===== src/rtl/tod_pkg.sv =====
package tod_pkg;
    localparam int TOD_SEC_W  = 32;
    localparam int TOD_FRAC_W = 8;

    typedef struct packed {
        logic [TOD_SEC_W-1:0]  sec;
        logic [TOD_FRAC_W-1:0] frac;
    } tod_time_t;
endpackage


===== src/rtl/tod_prescaler.sv =====
module tod_prescaler #(
    parameter int DIV = 128
) (
    input  logic clk,
    input  logic rst_n,
    input  logic restart,
    output logic tick
);
    localparam int CW = $clog2(DIV);
    localparam logic [CW-1:0] LAST = CW'(DIV - 1);

    typedef struct packed {
        logic [CW-1:0] cnt;
    } presc_st_t;

    presc_st_t st_d, st_q;

    always_comb begin
        st_d = st_q;
        tick = 1'b0;
        if (restart) begin
            st_d.cnt = '0;
        end else if (st_q.cnt == LAST) begin
            tick     = 1'b1;
            st_d.cnt = '0;
        end else begin
            st_d.cnt = st_q.cnt + 1'b1;
        end
    end

    always_ff @(posedge clk or negedge rst_n) begin
        if (!rst_n) st_q <= '0;
        else        st_q <= st_d;
    end

    // two advances are never back to back
    assert_tick_spacing_R1: assert property (@(posedge clk) disable iff (!rst_n)
        tick |=> !tick);
endmodule


===== src/rtl/tod_counter.sv =====
module tod_counter
    import tod_pkg::*;
#(
    parameter int DATA_W = 32
) (
    input  logic              clk,
    input  logic              rst_n,
    input  logic              tick,
    input  logic              wr_sec,
    input  logic              wr_frac,
    input  logic [DATA_W-1:0] wdata,
    output tod_time_t         now,
    output tod_time_t         nxt,
    output logic              adv
);
    tod_time_t t_d, t_q;
    logic      carry;

    always_comb begin
        t_d   = t_q;
        carry = 1'b0;
        adv   = tick && !wr_sec && !wr_frac;
        if (wr_sec)  t_d.sec  = wdata[TOD_SEC_W-1:0];
        if (wr_frac) t_d.frac = wdata[TOD_FRAC_W-1:0];
        if (adv) begin
            {carry, t_d.frac} = {1'b0, t_q.frac} + 1'b1;
            t_d.sec = t_q.sec + TOD_SEC_W'(carry);
        end
    end

    always_ff @(posedge clk or negedge rst_n) begin
        if (!rst_n) t_q <= '0;
        else        t_q <= t_d;
    end

    assign now = t_q;
    assign nxt = t_d;

    // an advance moves the fraction on by exactly one
    assert_frac_step_R2: assert property (@(posedge clk) disable iff (!rst_n)
        (tick && !wr_sec && !wr_frac) |=> t_q.frac == TOD_FRAC_W'($past(t_q.frac) + 1));
    // a fraction wrap carries into seconds
    assert_carry_R3: assert property (@(posedge clk) disable iff (!rst_n)
        (tick && !wr_sec && !wr_frac && t_q.frac == '1) |=>
            (t_q.frac == '0 && t_q.sec == TOD_SEC_W'($past(t_q.sec) + 1)));
    // time holds between advances
    assert_hold_R1: assert property (@(posedge clk) disable iff (!rst_n)
        (!tick && !wr_sec && !wr_frac) |=> $stable(t_q));
endmodule


===== src/rtl/tod_alarm.sv =====
module tod_alarm
    import tod_pkg::*;
#(
    parameter int DATA_W = 32
) (
    input  logic              clk,
    input  logic              rst_n,
    input  logic              adv,
    input  tod_time_t         nxt,
    input  logic              wr_alm_sec,
    input  logic              wr_alm_frac,
    input  logic              wr_ctrl,
    input  logic              wr_stat,
    input  logic [DATA_W-1:0] wdata,
    output tod_time_t         alm,
    output logic              en,
    output logic              flag,
    output logic              irq
);
    typedef struct packed {
        tod_time_t alm;
        logic      en;
        logic      flag;
    } alm_st_t;

    alm_st_t st_d, st_q;
    logic    match;
    logic    clr;

    always_comb begin
        st_d  = st_q;
        match = adv && (nxt == st_q.alm);
        clr   = wr_stat && wdata[0];
        if (wr_alm_sec)  st_d.alm.sec  = wdata[TOD_SEC_W-1:0];
        if (wr_alm_frac) st_d.alm.frac = wdata[TOD_FRAC_W-1:0];
        if (wr_ctrl)     st_d.en       = wdata[0];
        st_d.flag = match || (st_q.flag && !clr);
    end

    always_ff @(posedge clk or negedge rst_n) begin
        if (!rst_n) st_q <= '0;
        else        st_q <= st_d;
    end

    assign alm  = st_q.alm;
    assign en   = st_q.en;
    assign flag = st_q.flag;
    assign irq  = st_q.flag && st_q.en;

    // the flag stays set unless a clear is written
    assert_sticky_R7: assert property (@(posedge clk) disable iff (!rst_n)
        (st_q.flag && !(wr_stat && wdata[0])) |=> st_q.flag);
    // the flag rises only after a counter advance
    assert_rise_on_adv_R6: assert property (@(posedge clk) disable iff (!rst_n)
        $rose(st_q.flag) |-> $past(adv));
endmodule


===== src/rtl/tod_clock.sv =====
module tod_clock
    import tod_pkg::*;
#(
    parameter int DIV    = 128,
    parameter int ADDR_W = 3,
    parameter int DATA_W = 32
) (
    input  logic              clk,
    input  logic              rst_n,
    input  logic              bus_sel,
    input  logic              bus_we,
    input  logic [ADDR_W-1:0] bus_addr,
    input  logic [DATA_W-1:0] bus_wdata,
    output logic [DATA_W-1:0] bus_rdata,
    output logic              alarm_irq
);
    localparam logic [ADDR_W-1:0] A_SEC   = ADDR_W'(0);
    localparam logic [ADDR_W-1:0] A_FRAC  = ADDR_W'(1);
    localparam logic [ADDR_W-1:0] A_ASEC  = ADDR_W'(2);
    localparam logic [ADDR_W-1:0] A_AFRAC = ADDR_W'(3);
    localparam logic [ADDR_W-1:0] A_CTRL  = ADDR_W'(4);
    localparam logic [ADDR_W-1:0] A_STAT  = ADDR_W'(5);

    typedef struct packed {
        logic [TOD_FRAC_W-1:0] snap;
        logic [DATA_W-1:0]     rdata;
    } top_st_t;

    top_st_t   st_d, st_q;
    logic      wr, rd, wr_sec, wr_frac, tick, adv, en, flag;
    tod_time_t now, nxt, alm;
    logic [DATA_W-1:0] rmux;

    assign wr      = bus_sel && bus_we;
    assign rd      = bus_sel && !bus_we;
    assign wr_sec  = wr && bus_addr == A_SEC;
    assign wr_frac = wr && bus_addr == A_FRAC;

    tod_prescaler #(.DIV(DIV)) u_presc (
        .clk(clk), .rst_n(rst_n), .restart(wr_sec || wr_frac), .tick(tick));

    tod_counter #(.DATA_W(DATA_W)) u_cnt (
        .clk(clk), .rst_n(rst_n), .tick(tick), .wr_sec(wr_sec), .wr_frac(wr_frac),
        .wdata(bus_wdata), .now(now), .nxt(nxt), .adv(adv));

    tod_alarm #(.DATA_W(DATA_W)) u_alm (
        .clk(clk), .rst_n(rst_n), .adv(adv), .nxt(nxt),
        .wr_alm_sec(wr && bus_addr == A_ASEC), .wr_alm_frac(wr && bus_addr == A_AFRAC),
        .wr_ctrl(wr && bus_addr == A_CTRL), .wr_stat(wr && bus_addr == A_STAT),
        .wdata(bus_wdata), .alm(alm), .en(en), .flag(flag), .irq(alarm_irq));

    always_comb begin
        st_d = st_q;
        case (bus_addr)
            A_SEC:   rmux = DATA_W'(now.sec);
            A_FRAC:  rmux = DATA_W'(st_q.snap);
            A_ASEC:  rmux = DATA_W'(alm.sec);
            A_AFRAC: rmux = DATA_W'(alm.frac);
            A_CTRL:  rmux = DATA_W'(en);
            A_STAT:  rmux = DATA_W'(flag);
            default: rmux = '0;
        endcase
        if (rd) begin
            st_d.rdata = rmux;
            if (bus_addr == A_SEC) st_d.snap = now.frac;
        end
    end

    always_ff @(posedge clk or negedge rst_n) begin
        if (!rst_n) st_q <= '0;
        else        st_q <= st_d;
    end

    assign bus_rdata = st_q.rdata;

    // a fraction read never shows upper bits
    assert_frac_upper_R2: assert property (@(posedge clk) disable iff (!rst_n)
        (rd && bus_addr == A_FRAC) |=> bus_rdata[DATA_W-1:TOD_FRAC_W] == '0);
    // read data holds when no read is made
    assert_rdata_hold_R5: assert property (@(posedge clk) disable iff (!rst_n)
        !rd |=> $stable(bus_rdata));
endmodule


===== config.mk =====
export PLATFORM = sky130hd
export DESIGN_NAME = tod_clock
export DESIGN_NICKNAME = d
export VERILOG_FILES = /design/src/rtl/tod_pkg.sv /design/src/rtl/tod_prescaler.sv /design/src/rtl/tod_counter.sv /design/src/rtl/tod_alarm.sv /design/src/rtl/tod_clock.sv
export SDC_FILE = /design/constraint.sdc
export NUM_CORES = 1
export LEC_CHECK = 0
export BUFFER_PORTS_ARGS = -buffer_cell sky130_fd_sc_hd__buf_2
export CORE_MARGIN = 4
export CORE_UTILIZATION = 35
export DETAILED_ROUTE_END_ITERATION = 6
export MAX_ROUTING_LAYER = met4
export PLACE_DENSITY = 0.54
export SYNTH_ARGS = -nofsm -noshare
export SYNTH_HDL_FRONTEND = slang
export SYNTH_SLANG_ARGS = --single-unit
export TNS_END_PERCENT = 100

===== constraint.sdc =====
create_clock -name clk -period 3.4 [get_ports clk]
set_input_delay 1.02 -clock clk [delete_from_list [all_inputs] [get_ports clk]]
set_output_delay 1.02 -clock clk [all_outputs]
set_load 0.02 [all_outputs]

==> impl_metrics.prom <==
# TYPE chip_impl_metric gauge
chip_impl_metric{name="setup_viol",unit=""} 0
chip_impl_metric{name="post_route_cells_drive_above_1_share",unit="%"} 34.7
chip_impl_metric{name="synth_cell_area",unit="um^2"} 7830
chip_impl_metric{name="worst_ir_drop_on_vdd",unit="V"} 0.000255
chip_impl_metric{name="clk_path_buf_depth",unit=""} 2
chip_impl_metric{name="die-area",unit="um^2"} 24800
chip_impl_metric{name="finalInstanceArea",unit="um^2"} 9760
chip_impl_metric{name="max_slew_violation_count",unit=""} 0
chip_impl_info{name="yosys.area.top_type",value="dfrtp_1"} 1
chip_impl_metric{name="groute.usage.overall",unit="%"} 22.1
chip_impl_metric{name="io-pin-count",unit=""} 72
chip_impl_metric{name="mappedNetlistNets",unit=""} 838
chip_impl_metric{name="global_route.overflow_total",unit=""} 0
chip_impl_metric{name="met2_wirelength",unit="mm"} 12.2
chip_impl_metric{name="drcViolationCount",unit=""} 0
chip_impl_metric{name="core.rowCount",unit=""} 54
chip_impl_metric{name="cts_inserted_buffers",unit=""} 17
chip_impl_metric{name="synth.yosys.seq_area_share",unit="%"} 41.2
chip_impl_metric{name="power.share.clock",unit="%"} 30.3
chip_impl_metric{name="required_arrival_time_at_the_worst_endpoint",unit="ps"} 3740
chip_impl_metric{name="p_seq_share",unit="%"} 39.7
chip_impl_metric{name="finalHoldViolCount",unit=""} 0
chip_impl_metric{name="grt_antenna_before_repair",unit=""} 1
chip_impl_metric{name="vias",unit=""} 6969
chip_impl_metric{name="synthToLayoutAreaGrowth",unit="%"} 24.7
chip_impl_metric{name="async_reset_ff_share",unit="%"} 100
chip_impl_metric{name="number_of_violations_reported_at_the_end_of_detailed_routing_iteration_0",unit=""} 688
chip_impl_info{name="synth_flop_cell",value="dfrtp_1"} 1
chip_impl_metric{name="clkSlewWorstSetupHoldPaths",unit="ps"} 60
chip_impl_metric{name="total_negative_slack",unit="ps"} 0
chip_impl_metric{name="worstPathArrival",unit="ps"} 3690
chip_impl_metric{name="finalNonFillerCells",unit=""} 1225
chip_impl_metric{name="synth_largest_type_area_fraction",unit="%"} 41.2
chip_impl_metric{name="period_minus_slack",unit="ps"} 3360
chip_impl_info{name="terminus_of_the_critical_flop_to_flop_path",value="u_alm.flag"} 1
chip_impl_metric{name="die-width",unit="um"} 158
chip_impl_info{name="hold_path.startpoint",value="u_presc.st_q[0]"} 1
chip_impl_metric{name="yosys_register_bits",unit=""} 129
chip_impl_metric{name="share_of_the_core_filled_with_cells_in_the_final_layout",unit="%"} 44.6
chip_impl_metric{name="dp_worst_setup_slack",unit="ps"} -394
chip_impl_metric{name="syn-mean-instance-area",unit="um^2"} 9.84
chip_impl_metric{name="netSwitchingFraction",unit="%"} 34.7
chip_impl_metric{name="min_delay_path_depth",unit=""} 1
chip_impl_info{name="rr_startpoint",value="u_cnt.now[1]"} 1
chip_impl_metric{name="initial_utilization",unit="%"} 35.8
chip_impl_metric{name="grt_start_max_net_pins",unit=""} 62
chip_impl_metric{name="yosysWarningCount",unit=""} 0
chip_impl_info{name="rsz0062_at_grt",value="true"} 1
chip_impl_metric{name="combinational_share_of_power",unit="%"} 30.0
chip_impl_metric{name="intPower",unit="mW"} 3.74
chip_impl_metric{name="num-nets-final",unit=""} 977
chip_impl_metric{name="clock_skew",unit="ps"} 12.5
chip_impl_metric{name="worst-slew-pin-transition",unit="ps"} 729
chip_impl_info{name="root_buffer",value="clkbuf_16"} 1
chip_impl_metric{name="final.setup.worst_slack",unit="ps"} 41.2
chip_impl_metric{name="synth_enable_flop_cells",unit=""} 0
chip_impl_metric{name="synthDistinctLibCells",unit=""} 83
chip_impl_metric{name="nFillCells",unit=""} 2138
chip_impl_info{name="crit_path_end_kind",value="flop"} 1
chip_impl_metric{name="p_total",unit="mW"} 5.72
chip_impl_info{name="ys_top_cells_by_area",value="dfrtp_1 41%, mux2_2 7.3%, mux2i_1 3.7%, buf_4 3.5%, nor2_1 3.3%"} 1
chip_impl_metric{name="wire_per_inst",unit="um"} 21.5
chip_impl_metric{name="drt_pre_antenna_iters",unit=""} 6
chip_impl_metric{name="postCtsHoldBufs",unit=""} 0
chip_impl_metric{name="ff2ff_path_depth",unit=""} 14
chip_impl_metric{name="switchingPower",unit="mW"} 1.99
chip_impl_metric{name="maxClockFrequency",unit="MHz"} 298
chip_impl_metric{name="dpl.cell_count",unit=""} 1188
chip_impl_info{name="cts_tree",value="done"} 1
chip_impl_metric{name="core",unit="um^2"} 21900
chip_impl_metric{name="ctsHtreeMaxLevel",unit=""} 4
chip_impl_metric{name="timing.max_slew.rel_slack",unit="%"} 50.8
chip_impl_info{name="maxUsedRoutingLayer",value="met4"} 1
chip_impl_info{name="outcome",value="completed"} 1
chip_impl_info{name="crit_path_class",value="flop to flop"} 1
chip_impl_metric{name="max_cap_viol_count",unit=""} 0
chip_impl_metric{name="routed-wl-met3",unit="mm"} 1.53
chip_impl_metric{name="place_area",unit="um^2"} 9000
chip_impl_metric{name="grt_first_pass_wirelength",unit="mm"} 40.4
chip_impl_info{name="whs_endpoint",value="u_presc.st_q[0]"} 1
chip_impl_metric{name="drt-total-wl",unit="mm"} 26.3
chip_impl_metric{name="min_period_over_period",unit="%"} 98.8
chip_impl_metric{name="cellLeakagePower",unit="nW"} 4.32
chip_impl_metric{name="hold_ws",unit="ps"} 447
chip_impl_info{name="timing.hold.worst.class",value="flop to flop"} 1
chip_impl_metric{name="wl_met1",unit="mm"} 11.9
chip_impl_metric{name="post_drt_via_cell_ratio",unit=""} 5.69
chip_impl_metric{name="antenna_violating_nets_post_route",unit=""} 0
chip_impl_metric{name="post-dp-hpwl",unit="mm"} 19.8
chip_impl_metric{name="power_density",unit="nW/um^2"} 586
chip_impl_metric{name="port-buffer-count",unit=""} 71
chip_impl_metric{name="clock_latency",unit="ps"} 430
chip_impl_metric{name="worst-path-max-fanout",unit=""} 3
chip_impl_metric{name="grt_pass1_vias",unit=""} 6805
chip_impl_info{name="worst_setup_path_start_kind",value="flop"} 1
chip_impl_metric{name="die_y",unit="um"} 158
chip_impl_metric{name="ff2ff_setup_slack",unit="ps"} 40
chip_impl_metric{name="cts_sinks",unit=""} 129
chip_impl_metric{name="synthesis.instances",unit=""} 795
chip_impl_metric{name="gp_congestion",unit=""} 0.981
[sequential cells by signal, summed over array words and instances (netlist names)]
signal	cells
u_alm.en	1
u_alm.flag	1
bus_rdata	32
st_q	8
u_alm.alm	40
u_presc.st_q	7
u_cnt.now	40
[how the worst max path moves through the flow]
stage / from / to / slack, ps
2_1_floorplan: u_cnt.now[0] / u_alm.flag / 170
3_3_place_gp: bus_addr[2] / u_alm.flag / -420
3_5_place_dp: bus_addr[2] / u_alm.flag / -390
4_1_cts: u_cnt.now[0] / u_alm.flag / 6
5_1_grt: u_cnt.now[1] / u_alm.flag / -70
6_report: u_cnt.now[1] / u_alm.flag / 40
[cell usage after synthesis (all sizes together) (7+ instances only)]
cell,count
mux4,8
xnor2,18
o31ai,8
mux2,51
mux2i,29
inv,16
a21oi,23
and4,9
nand2b,9
nor2,70
a31oi,7
xor2,11
nand2,60
nor4,15
o22ai,10
nand3,19
and3,18
nor3,33
a22o,8
buf,57
clkbuf,22
dfrtp,129
nand4,23
a311oi,8
o21ai,49
[layout make-up]
type / instances / area, um^2 / share of cell area, %
Antenna cell: 1 / 2.50 / 0.0256
Multi-Input combinational cell: 570 / 4190 / 43.0
Clock buffer: 23 / 488 / 5.00
Tap cell: 280 / 350 / 3.59
Clock inverter: 6 / 57.6 / 0.590
Inverter: 17 / 63.8 / 0.654
Timing Repair Buffer: 199 / 1380 / 14.1
Sequential cell: 129 / 3230 / 33.1
[worst max-delay path, cell delays in order (launching register included)]
cell and delay [ps]:
dfrtp_1 370, ha_2 200, nand2_2 60, nor2b_2 130, and3_4 220, ha_4 130
nand4_1 120, buf_6 170, nor4_4 290, nand3_2 160, a211o_1 320, a221o_1 350
a2111oi_4 340, nand4_1 170, o31ai_2 240
[power groups by stage]
stage               sequential [mW]  clock, mW  combinational, mW
floorplan                      2.15          0               1.16
global placement               2.28          0               1.64
detailed placement             2.29          0               1.64
CTS                            2.26       1.76               1.67
global route                   2.33       1.83               1.86
finish                         2.28       1.73               1.72
[cell usage in the layout, fill, tap and decap left out, drive strengths merged, types with 19 or more instances in the layout]
cell type and instances:
buf 199, dfrtp 129, nor2 70, nand2 60
mux2 51, o21ai 49, nor3 33, mux2i 29
a21oi 23, nand4 23, clkbuf 23, nand3 19
[per-layer routing]
| metal | vias up | GRT usage [%] |
|---|---|---|
| met5 | - | - |
| met4 | 0 | 8.23 |
| met3 | 53 | 3.90 |
| met2 | 268 | 33.2 |
| met1 | 3435 | 29.9 |
| li1 | 3213 | - |
[repair_timing]
action / 4_1_cts / 5_1_grt
resized for setup: 10 / 19
pin swaps: 3 / 14
hold endpoints to repair: 0 / 0
buffers inserted: 4 / 3
endpoints found under the setup margin: 1 / 1
[logic make-up (layout without fill, tap and decap cells)]
| kind of cell | count (synthesis) | after routing | share of synthesized area [%] |
|---|---|---|---|
| flops | 129 | 129 | 41.2 |
| xor+xnor | 29 | 29 | 3.34 |
| fa+ha+maj | 4 | 4 | 0.640 |
| buf+inv | 96 | 245 | 7.45 |
| other cells | 0 | 1 | 0 |
| mux | 88 | 88 | 13.4 |
| compound gates | 162 | 162 | 14.1 |
| simple gates | 287 | 287 | 19.9 |
Note: power is estimated with default switching activity, not from simulation.
